`src/rtl/alu_pkg.sv`:
```
package alu_pkg;

    localparam int FLAG_W = 16;

    localparam int FB_CRY = 0;
    localparam int FB_PAR = 1;
    localparam int FB_AUX = 2;
    localparam int FB_ZRO = 3;
    localparam int FB_SGN = 4;
    localparam int FB_OVF = 5;
    localparam int FB_TRP = 6;
    localparam int FB_INT = 7;
    localparam int FB_DIR = 8;

    typedef enum logic [3:0] {
        OP_ADD  = 4'd0,
        OP_SUB  = 4'd1,
        OP_XOR  = 4'd2,
        OP_INC  = 4'd3,
        OP_DEC  = 4'd4,
        OP_NOT  = 4'd5,
        OP_SHL  = 4'd6,
        OP_SHR  = 4'd7,
        OP_STRP = 4'd8,
        OP_CTRP = 4'd9,
        OP_SINT = 4'd10,
        OP_CINT = 4'd11,
        OP_SDIR = 4'd12,
        OP_CDIR = 4'd13,
        OP_RSV0 = 4'd14,
        OP_RSV1 = 4'd15
    } alu_op_e;

    // packed so that cry lands on bit 0 of the status word
    typedef struct packed {
        logic ovf;
        logic sgn;
        logic zro;
        logic aux;
        logic par;
        logic cry;
    } cond_t;

    typedef struct packed {
        logic dir;
        logic intr;
        logic trap;
    } ctrl_t;

    localparam int USED_W = $bits(cond_t) + $bits(ctrl_t);

    function automatic logic writes_cond(alu_op_e op);
        return (op <= OP_SHR);
    endfunction

    function automatic logic is_logic_op(alu_op_e op);
        return (op == OP_XOR) || (op == OP_NOT);
    endfunction

    function automatic logic even_ones(logic [7:0] v);
        return ~^v;
    endfunction

endpackage

```
`src/rtl/alu_arith.sv`:
```
module alu_arith
    import alu_pkg::*;
#(
    parameter int DATA_W  = 16,
    parameter int PAR_W   = 8,
    parameter int AUX_BIT = 4
) (
    input  alu_op_e           op_i,
    input  logic [DATA_W-1:0] a_i,
    input  logic [DATA_W-1:0] b_i,
    input  logic              byte_i,
    output logic [DATA_W-1:0] res_o,
    output cond_t             cond_o,
    output logic              cond_we_o,
    output logic              keep_cry_o
);

    localparam int HALF = DATA_W / 2;

    logic [DATA_W-1:0] mask, am, opnd, raw, res, axv;
    logic [DATA_W:0]   sum, dif;
    logic              a_msb, o_msb, s_msb, d_msb, r_msb;
    logic              cout_add, bor_sub;

    always_comb begin
        mask = byte_i ? {{(DATA_W-HALF){1'b0}}, {HALF{1'b1}}} : {DATA_W{1'b1}};
        am   = a_i & mask;
        if ((op_i == OP_INC) || (op_i == OP_DEC)) begin
            opnd = {{(DATA_W-1){1'b0}}, 1'b1};
        end else begin
            opnd = b_i & mask;
        end
        sum = {1'b0, am} + {1'b0, opnd};
        dif = {1'b0, am} - {1'b0, opnd};
        // upper bits are zero in byte mode, so bit HALF is the carry/borrow
        cout_add = byte_i ? sum[HALF] : sum[DATA_W];
        bor_sub  = byte_i ? dif[HALF] : dif[DATA_W];
        a_msb    = byte_i ? am[HALF-1]   : am[DATA_W-1];
        o_msb    = byte_i ? opnd[HALF-1] : opnd[DATA_W-1];
        s_msb    = byte_i ? sum[HALF-1]  : sum[DATA_W-1];
        d_msb    = byte_i ? dif[HALF-1]  : dif[DATA_W-1];
    end

    always_comb begin
        raw        = '0;
        cond_o     = '0;
        axv        = '0;
        case (op_i)
            OP_ADD, OP_INC: begin
                raw        = sum[DATA_W-1:0];
                cond_o.cry = cout_add;
                axv        = am ^ opnd ^ raw;
                cond_o.aux = axv[AUX_BIT];
                cond_o.ovf = (a_msb == o_msb) && (s_msb != a_msb);
            end
            OP_SUB, OP_DEC: begin
                raw        = dif[DATA_W-1:0];
                cond_o.cry = bor_sub;
                axv        = am ^ opnd ^ raw;
                cond_o.aux = axv[AUX_BIT];
                cond_o.ovf = (a_msb != o_msb) && (d_msb != a_msb);
            end
            OP_XOR: raw = am ^ opnd;
            OP_NOT: raw = ~am;
            OP_SHL: begin
                raw        = am << 1;
                cond_o.cry = a_msb;
                cond_o.ovf = a_msb ^ (byte_i ? am[HALF-2] : am[DATA_W-2]);
            end
            OP_SHR: begin
                raw        = am >> 1;
                cond_o.cry = am[0];
                cond_o.ovf = a_msb;
            end
            default: raw = '0;
        endcase
        res        = raw & mask;
        r_msb      = byte_i ? res[HALF-1] : res[DATA_W-1];
        cond_o.par = even_ones(res[PAR_W-1:0]);
        cond_o.zro = (res == '0);
        cond_o.sgn = r_msb;
    end

    assign res_o      = res;
    assign cond_we_o  = writes_cond(op_i);
    assign keep_cry_o = (op_i == OP_INC) || (op_i == OP_DEC);

endmodule

```
`src/rtl/alu_flagreg.sv`:
```
module alu_flagreg
    import alu_pkg::*;
(
    input  logic              clk,
    input  logic              rst,
    input  logic              upd_i,
    input  alu_op_e           op_i,
    input  cond_t             cond_i,
    input  logic              cond_we_i,
    input  logic              keep_cry_i,
    output logic [FLAG_W-1:0] flags_o
);

    cond_t cond_q, cond_nx;
    ctrl_t ctrl_q, ctrl_nx;

    always_comb begin
        cond_nx = cond_q;
        if (cond_we_i) begin
            cond_nx = cond_i;
            if (keep_cry_i) cond_nx.cry = cond_q.cry;
        end
        ctrl_nx = ctrl_q;
        case (op_i)
            OP_STRP: ctrl_nx.trap = 1'b1;
            OP_CTRP: ctrl_nx.trap = 1'b0;
            OP_SINT: ctrl_nx.intr = 1'b1;
            OP_CINT: ctrl_nx.intr = 1'b0;
            OP_SDIR: ctrl_nx.dir  = 1'b1;
            OP_CDIR: ctrl_nx.dir  = 1'b0;
            default: ctrl_nx = ctrl_q;
        endcase
    end

    always_ff @(posedge clk) begin
        if (rst) begin
            cond_q <= '0;
            ctrl_q <= '0;
        end else if (upd_i) begin
            cond_q <= cond_nx;
            ctrl_q <= ctrl_nx;
        end
    end

    assign flags_o = {{(FLAG_W-USED_W){1'b0}}, ctrl_q, cond_q};


    hold_when_idle_chk: assert property (@(posedge clk) disable iff (rst)
        !upd_i |=> $stable(flags_o));


    inc_dec_carry_chk: assert property (@(posedge clk) disable iff (rst)
        upd_i && keep_cry_i |=> $stable(cond_q.cry));


    ctrl_isolation_chk: assert property (@(posedge clk) disable iff (rst)
        upd_i && cond_we_i |=> $stable(ctrl_q));


    logic_clear_chk: assert property (@(posedge clk) disable iff (rst)
        upd_i && is_logic_op(op_i) |=> !cond_q.cry && !cond_q.aux && !cond_q.ovf);

endmodule

```
`src/rtl/alu_flagcore.sv`:
```
module alu_flagcore
    import alu_pkg::*;
#(
    parameter int DATA_W = 16,
    parameter int PAR_W  = 8
) (
    input  logic              clk,
    input  logic              rst,
    input  logic [3:0]        op_i,
    input  logic [DATA_W-1:0] a_i,
    input  logic [DATA_W-1:0] b_i,
    input  logic              byte_i,
    input  logic              upd_i,
    output logic [DATA_W-1:0] res_o,
    output logic [FLAG_W-1:0] flags_o
);

    alu_op_e op;
    cond_t   cond;
    logic    cond_we, keep_cry;

    assign op = alu_op_e'(op_i);

    alu_arith #(.DATA_W(DATA_W), .PAR_W(PAR_W), .AUX_BIT(4)) u_arith (
        .op_i      (op),
        .a_i       (a_i),
        .b_i       (b_i),
        .byte_i    (byte_i),
        .res_o     (res_o),
        .cond_o    (cond),
        .cond_we_o (cond_we),
        .keep_cry_o(keep_cry)
    );

    alu_flagreg u_flags (
        .clk       (clk),
        .rst       (rst),
        .upd_i     (upd_i),
        .op_i      (op),
        .cond_i    (cond),
        .cond_we_i (cond_we),
        .keep_cry_i(keep_cry),
        .flags_o   (flags_o)
    );


    parity_chk: assert property (@(posedge clk) disable iff (rst)
        upd_i && (op_i < 4'd8) |=> flags_o[FB_PAR] == ~^$past(res_o[PAR_W-1:0]));


    zero_flag_chk: assert property (@(posedge clk) disable iff (rst)
        upd_i && (op_i < 4'd8) |=> flags_o[FB_ZRO] == ($past(res_o) == '0));


    reserved_quiet_chk: assert property (@(posedge clk) disable iff (rst)
        op_i >= 4'd14 |=> $stable(flags_o));

endmodule

```
`config.mk`:
```
export PLATFORM = sky130hd
export DESIGN_NAME = alu_flagcore
export DESIGN_NICKNAME = d
export VERILOG_FILES = /design/src/rtl/alu_pkg.sv /design/src/rtl/alu_arith.sv /design/src/rtl/alu_flagreg.sv /design/src/rtl/alu_flagcore.sv
export SDC_FILE = /design/constraint.sdc
export NUM_CORES = 1
export LEC_CHECK = 0
export ABC_AREA = 1
export BUFFER_PORTS_ARGS = -buffer_cell sky130_fd_sc_hd__clkbuf_2
export CELL_PAD_IN_SITES_DETAIL_PLACEMENT = 2
export CELL_PAD_IN_SITES_GLOBAL_PLACEMENT = 2
export CORE_AREA = 2 2 123 125
export CTS_CLUSTER_DIAMETER = 200
export DETAILED_ROUTE_END_ITERATION = 10
export DIE_AREA = 0 0 125 127
export GPL_ROUTABILITY_DRIVEN = 0
export PLACE_DENSITY_LB_ADDON = 0.25
export SETUP_SLACK_MARGIN = 0.1
export SYNTH_ARGS = -nofsm -noshare
export SYNTH_HDL_FRONTEND = slang
export SYNTH_HIERARCHICAL = 1
export SYNTH_SLANG_ARGS = --single-unit
```
`constraint.sdc`:
```
create_clock -name clk -period 3.3 [get_ports clk]
set_input_delay 0.33 -clock clk [delete_from_list [all_inputs] [get_ports clk]]
set_output_delay 0.33 -clock clk [all_outputs]
set_load 0.01 [all_outputs]
```
==> results.yml, run 1 <==
global_route:
  track_usage: 0.249
  grt_max_degree: 25
  first_global_vias: 5818
  antenna_found_initial: 0
  grt_first_pass_wirelength_mm: 31.8
  grt_overflow: 0
setup_path:
  arrival_ns: 3.57
  cp.required_ns: 3.47
  critPathCaptureType: "flip-flop"
  start_kind: "input port"
  path_class: "in2reg"
  reg2reg_depth: 2
  cp_max_fo: 6
floorplan:
  die_height_microns: 127
  die-area_sq_um: 15900
  num_rows: 44
  pin_count: 72
  core_area_sq_um: 14400
  die_w_microns: 125
  initial_core_util: 0.258
pwr:
  p_leak_nw: 3.20
  power_w: 0.00163
  power_switching_share: 0.508
  clkPwrFrac: 0.131
  sequentialPowerShare: 0.075
  combPwrFrac: 0.794
  power.internal_w: 0.000800
  cellPowerDensity_nw_per_um2: 276
  ir_drop_mv: 0.131
  switchingPower_w: 0.000826
yosys:
  seq_area_frac_synth: 0.0485
  avgSynthCellArea_sq_um: 5.45
  async_flop_share: 0
  ys_top_cells_by_area: "nand2_1, ha_1, inv_1, nand3_1, nor2_1"
  synth.most_common_cell: "nand2_1"
  syn_area_sq_um: 3710
  syn_inst: 681
  ys.flop_type: "dfxtp_1"
  synth-seq-cells: 9
  synth_edf_count: 0
  ys_types: 40
  synth_top_area_share: 0.188
  yosys-top-cells-count: "nand2_1, inv_1, nand3_1"
  yosys.area.top_type: "nand2_1"
  yosysWarnings: 6
cells_and_area:
  postLayoutCoreUtil: 0.408
  multi_input_area_sq_um: 3630
  seqCellArea_sq_um: 180
  drive_gt1_frac: 0.440
  area_growth_pct: 58.6
  fillCellCount: 1721
  diodes: 0
  largest_reg_flops: 9
  instances_no_fill: 1027
  fin_nets: 924
sta:
  slew_viol_final: 0
  max_freq_mhz: 294
  setup_ws_ns: -0.100
  fin_crit_ns: 3.40
  hold_violations: 0
  finalCritPeriodShare: 1.03
  grt_setup_unrepaired: "yes"
  setup_violations: 1
  clock_skew_ns: 0
  fin_setup_tns_ns: -0.100
job:
  cap_violations: 0
routing:
  drt_iter0_drc: 251
  wl_per_cell_microns: 23.5
  drc: 0
  avgViaCountPerCell: 5.32
  wirelength_mm: 24.2
  vias: 5460
  antenna_left: 0
  firstDrtPassIters: 4
cts:
  path_clk_slew_ns: 0.04
  cts.htree.levels: 1
  clk_latency_ns: 0.23
  holdBufCountCts: 0
  tritoncts: "built"
  cts_buffers: 3
  cts_sinks: 9
  clk_path_buf_depth: 2
  cts-root-buf: "clkbuf_16"
worst_hold_path:
  hold-path-cell-count: 4
  min_path_type: "in2reg"
run_status:
  status: "finished, violations left"
  violations: "setup timing"
place:
  post-dp-hpwl_mm: 16.1
  numPlacedInstances: 988
  io_buffers: 64
-- what timing repair did --
| action | in CTS | in global routing |
|---|---|---|
| setup endpoints to repair | 17 | 16 |
| buffers inserted | 12 | 23 |
| gates resized for setup | 77 | 121 |
| pin swaps | 23 | 60 |
-- logic make-up (layout without fill, tap and decap cells) --
family | Yosys count | count (layout) | synth area share
xor+xnor | 7 | 7 | 0.0165
flops | 9 | 9 | 0.0485
other cells | 1 | 7 | 0.00101
compound gates | 97 | 97 | 0.161
buf+inv | 161 | 317 | 0.190
fa+ha+maj | 40 | 40 | 0.139
simple gates | 366 | 366 | 0.444
-- metrics by stage --
stage / setup slack (ns) / hold WS (ns) / instance area (sq um)
after detailed placement: -0.358 / 0.477 / 4710
after global routing: -0.248 / 0.519 / 5890
after floorplan: 0.126 / 0.510 / 3750
after CTS: 0.0937 / 0.483 / 5230
after global placement: -0.121 / 0.469 / 4710
final: -0.100 / 0.488 / 5890
-- metal layers --
| metal | vias to the layer above | track usage | routed length (microns) |
|---|---|---|---|
| met5 | - | 0 | 0 |
| met4 | 0 | 0.0673 | 1170 |
| met3 | 72 | 0.0172 | 782 |
| met2 | 176 | 0.489 | 12900 |
| met1 | 2722 | 0.291 | 9290 |
| li1 | 2490 | - | - |
-- worst max-delay path, stage by stage --
cell and delay, ns:
clkbuf_16 0.12, inv_6 0.03, nand2_4 0.07, nor3_4 0.05, a21oi_4 0.21, buf_8 0.19
nand2_4 0.07, ha_4 0.29, inv_1 0.07, nand2_2 0.08, nand2_2 0.07, a21oi_2 0.18
nand2_2 0.11, xor2_2 0.19, o21ai_1 0.10, or2_1 0.27, inv_1 0.08, ha_2 0.16
nand4_1 0.16, a21oi_2 0.17, nand2_1 0.07, inv_1 0.07, nand2_1 0.07, nor2_1 0.13
o21ai_1 0.09, nor2_1 0.10
-- layout make-up --
| cell class | count | area share |
|---|---|---|
| tap | 184 | 0.0391 |
| multi-input combinational | 517 | 0.616 |
| clock buffer | 4 | 0.0134 |
| timing repair buffer | 179 | 0.213 |
| sequential | 9 | 0.0306 |
| inverter | 134 | 0.0881 |
-- layout by cell type (no fill, tap or decap), types with 12 or more instances in the layout --
| master | n |
|---|---|
| a21oi_1 | 20 |
| nand2_2 | 39 |
| nor2_4 | 15 |
| ha_4 | 20 |
| buf_4 | 110 |
| inv_2 | 28 |
| o22ai_1 | 27 |
| nor2_1 | 39 |
| o21ai_0 | 12 |
| nand3_1 | 65 |
| inv_1 | 101 |
| ha_1 | 17 |
| clkbuf_2 | 59 |
| nand3_2 | 13 |
| nand2_1 | 144 |
| nand2_4 | 15 |
-- power groups by stage --
stage	registers [W]	clock network [W]	logic, W
6_report	0.000122	0.000213	0.00129
5_1_grt	0.000122	0.000227	0.00137
4_1_cts	0.000121	0.000220	0.00104
3_5_place_dp	0.000122	0	0.000926
3_3_place_gp	0.000122	0	0.000880
2_1_floorplan	0.000125	0	0.000528
-- final timing paths --
path / startpoint / endpoint / slack, ns
max: op_i[3] / u_flags/flags_o[3] / -0.10
min reg2reg: u_flags/flags_o[8] / u_flags/flags_o[8] / 0.50
min: op_i[0] / u_flags/flags_o[6] / 0.49
max reg2reg: u_flags/flags_o[2] / u_flags/flags_o[2] / 2.63
Power figures use the tool's default switching activity.
==> run 2: changes to the inputs <==
--- a/config.mk
+++ b/config.mk
@@ -20,3 +20,4 @@
 export SYNTH_HDL_FRONTEND = slang
 export SYNTH_HIERARCHICAL = 1
 export SYNTH_SLANG_ARGS = --single-unit
+export TNS_END_PERCENT = 5
==> results.yml, run 2 (synthesized netlist as in run 1, its figures left out) <==
routing:
  wl_met1_mm: 8.84
  dr_wl_met2_mm: 11.7
  wl_met3_microns: 593
  highest_layer: "met4"
  drc: 0
  avgViaCountPerCell: 5.17
  wirelength_mm: 21.9
  wl_per_cell_microns: 21.6
  vias: 5251
  firstDrtPassIters: 4
  drt_iter0_drc: 232
  antenna_left: 0
cts:
  cts-root-buf: "clkbuf_16"
  clk_latency_ns: 0.24
  tritoncts: "built"
  path_clk_slew_ns: 0.04
  cts_sinks: 9
  cts_buffers: 3
  clk_path_buf_depth: 2
  holdBufCountCts: 0
  cts.htree.levels: 1
run_status:
  status: "finished, violations left"
  violations: "setup timing"
pwr:
  clkPwrFrac: 0.146
  power.internal_w: 0.000767
  p_leak_nw: 3.08
  switchingPower_w: 0.000770
  power_switching_share: 0.501
  sequentialPowerShare: 0.079
  power_w: 0.00154
  cellPowerDensity_nw_per_um2: 272
  combPwrFrac: 0.775
  ir_drop_mv: 0.132
setup_path:
  reg2reg_to: "u_flags/flags_o[5]"
  reg2reg_depth: 2
  start_kind: "input port"
  arrival_ns: 3.52
  cp.required_ns: 3.46
  cp_max_fo: 6
  rrSetupSlack_ns: 2.59
  critPathCaptureType: "flip-flop"
  path_class: "in2reg"
  r2r-start: "u_flags/flags_o[5]"
sta:
  grt_setup_unrepaired: "yes"
  slew_headroom: 0.657
  worst_pin_slew_ns: 0.509
  fin_crit_ns: 3.36
  hold_violations: 0
  fin_setup_tns_ns: -0.0598
  finalCritPeriodShare: 1.02
  slew_viol_final: 0
  clock_skew_ns: 0
  setup_violations: 1
  max_freq_mhz: 298
  setup_ws_ns: -0.0598
cells_and_area:
  drive_gt1_frac: 0.406
  diodes: 0
  layout_common_cells: "nand2_1, buf_4, inv_1"
  seqCellArea_sq_um: 180
  postLayoutCoreUtil: 0.391
  multi_input_area_sq_um: 3480
  fillCellCount: 1796
  final_cell_area_sq_um: 5640
  area_growth_pct: 51.9
  mostFrequentLayoutCell: "nand2_1"
  largest_reg_flops: 9
  fin_nets: 913
floorplan:
  die_height_microns: 127
  pin_count: 72
  die-area_sq_um: 15900
  initial_core_util: 0.258
  num_rows: 44
  die_w_microns: 125
  core_area_sq_um: 14400
worst_hold_path:
  min_path_type: "in2reg"
  hold-path-cell-count: 4
  hold_end: "u_flags/flags_o[7]"
  hp-start: "op_i[0]"
place:
  pre_cts_ws_ns: -0.358
  dpl_cell_area_sq_um: 4710
  post-dp-hpwl_mm: 16.1
  io_buffers: 64
global_route:
  antenna_found_initial: 0
  track_usage: 0.241
  grt_overflow: 0
  first_global_vias: 5694
  grt_first_pass_wirelength_mm: 30.8
  grt_max_degree: 25
job:
  cap_violations: 0
## run 2: worst max-delay path by stage
stage / startpoint / to / slack [ns] / cells after the start
CTS: op_i[3] / u_flags/flags_o[3] / 0.04 / 28
global route: op_i[1] / u_flags/flags_o[3] / -0.18 / 26
finish: op_i[1] / u_flags/flags_o[3] / -0.06 / 26
detailed placement: op_i[3] / u_flags/flags_o[3] / -0.36 / 27
floorplan: op_i[3] / u_flags/flags_o[1] / 0.13 / 22
global placement: op_i[3] / u_flags/flags_o[3] / -0.12 / 22
## run 2: critical path, cell delays in order
cell and delay [ns]:
buf_4 0.13, nand2_2 0.07, inv_2 0.05, a21oi_4 0.22, buf_8 0.19, nand2_2 0.09, ha_4 0.31, nand2_2 0.07
inv_1 0.09, nand2_1 0.08, inv_1 0.10, nand2_1 0.10, nand2_2 0.14, xnor2_2 0.15, nor2_1 0.07, or2_1 0.24
inv_1 0.08, ha_2 0.19, nand4_1 0.12, a21oi_2 0.13, nand2_1 0.06, inv_1 0.05, nand2_1 0.05, nor2_1 0.13
o21ai_1 0.10, nor2_1 0.16
## run 2: per-layer routing
metal | track usage | up-vias
met3 | 0.0105 | 46
met2 | 0.473 | 124
met4 | 0.0542 | 0
met1 | 0.290 | 2615
met5 | 0 | -
li1 | - | 2466
## run 2: what timing repair did
item / 4_1_cts / 5_1_grt
gates resized for setup: 55 / 113
buffers inserted: 7 / 17
pin swaps: 13 / 42
cloned: 0 / 0
endpoints found under the setup margin: 17 / 17
## run 2: through the flow
stage,instances,hold slack [ns]
finish,1016,0.459
global route,1016,0.468
CTS,999,0.488
detailed placement,988,0.477
global placement,988,0.469
floorplan,687,0.510
## run 2: cell type report
class                      instances  share of cell area
inverter                         134              0.0911
tap                              184              0.0408
clock buffer                       4              0.0140
timing repair buffer             168               0.205
sequential                         9              0.0319
multi-input combinational        517               0.617
## run 2: power by group through the flow
stage	Combinational, W	Clock (W)	Sequential [W]
floorplan	0.000528	0	0.000125
global placement	0.000880	0	0.000122
detailed placement	0.000926	0	0.000122
CTS	0.00101	0.000220	0.000121
global route	0.00128	0.000235	0.000122
finish	0.00119	0.000224	0.000122
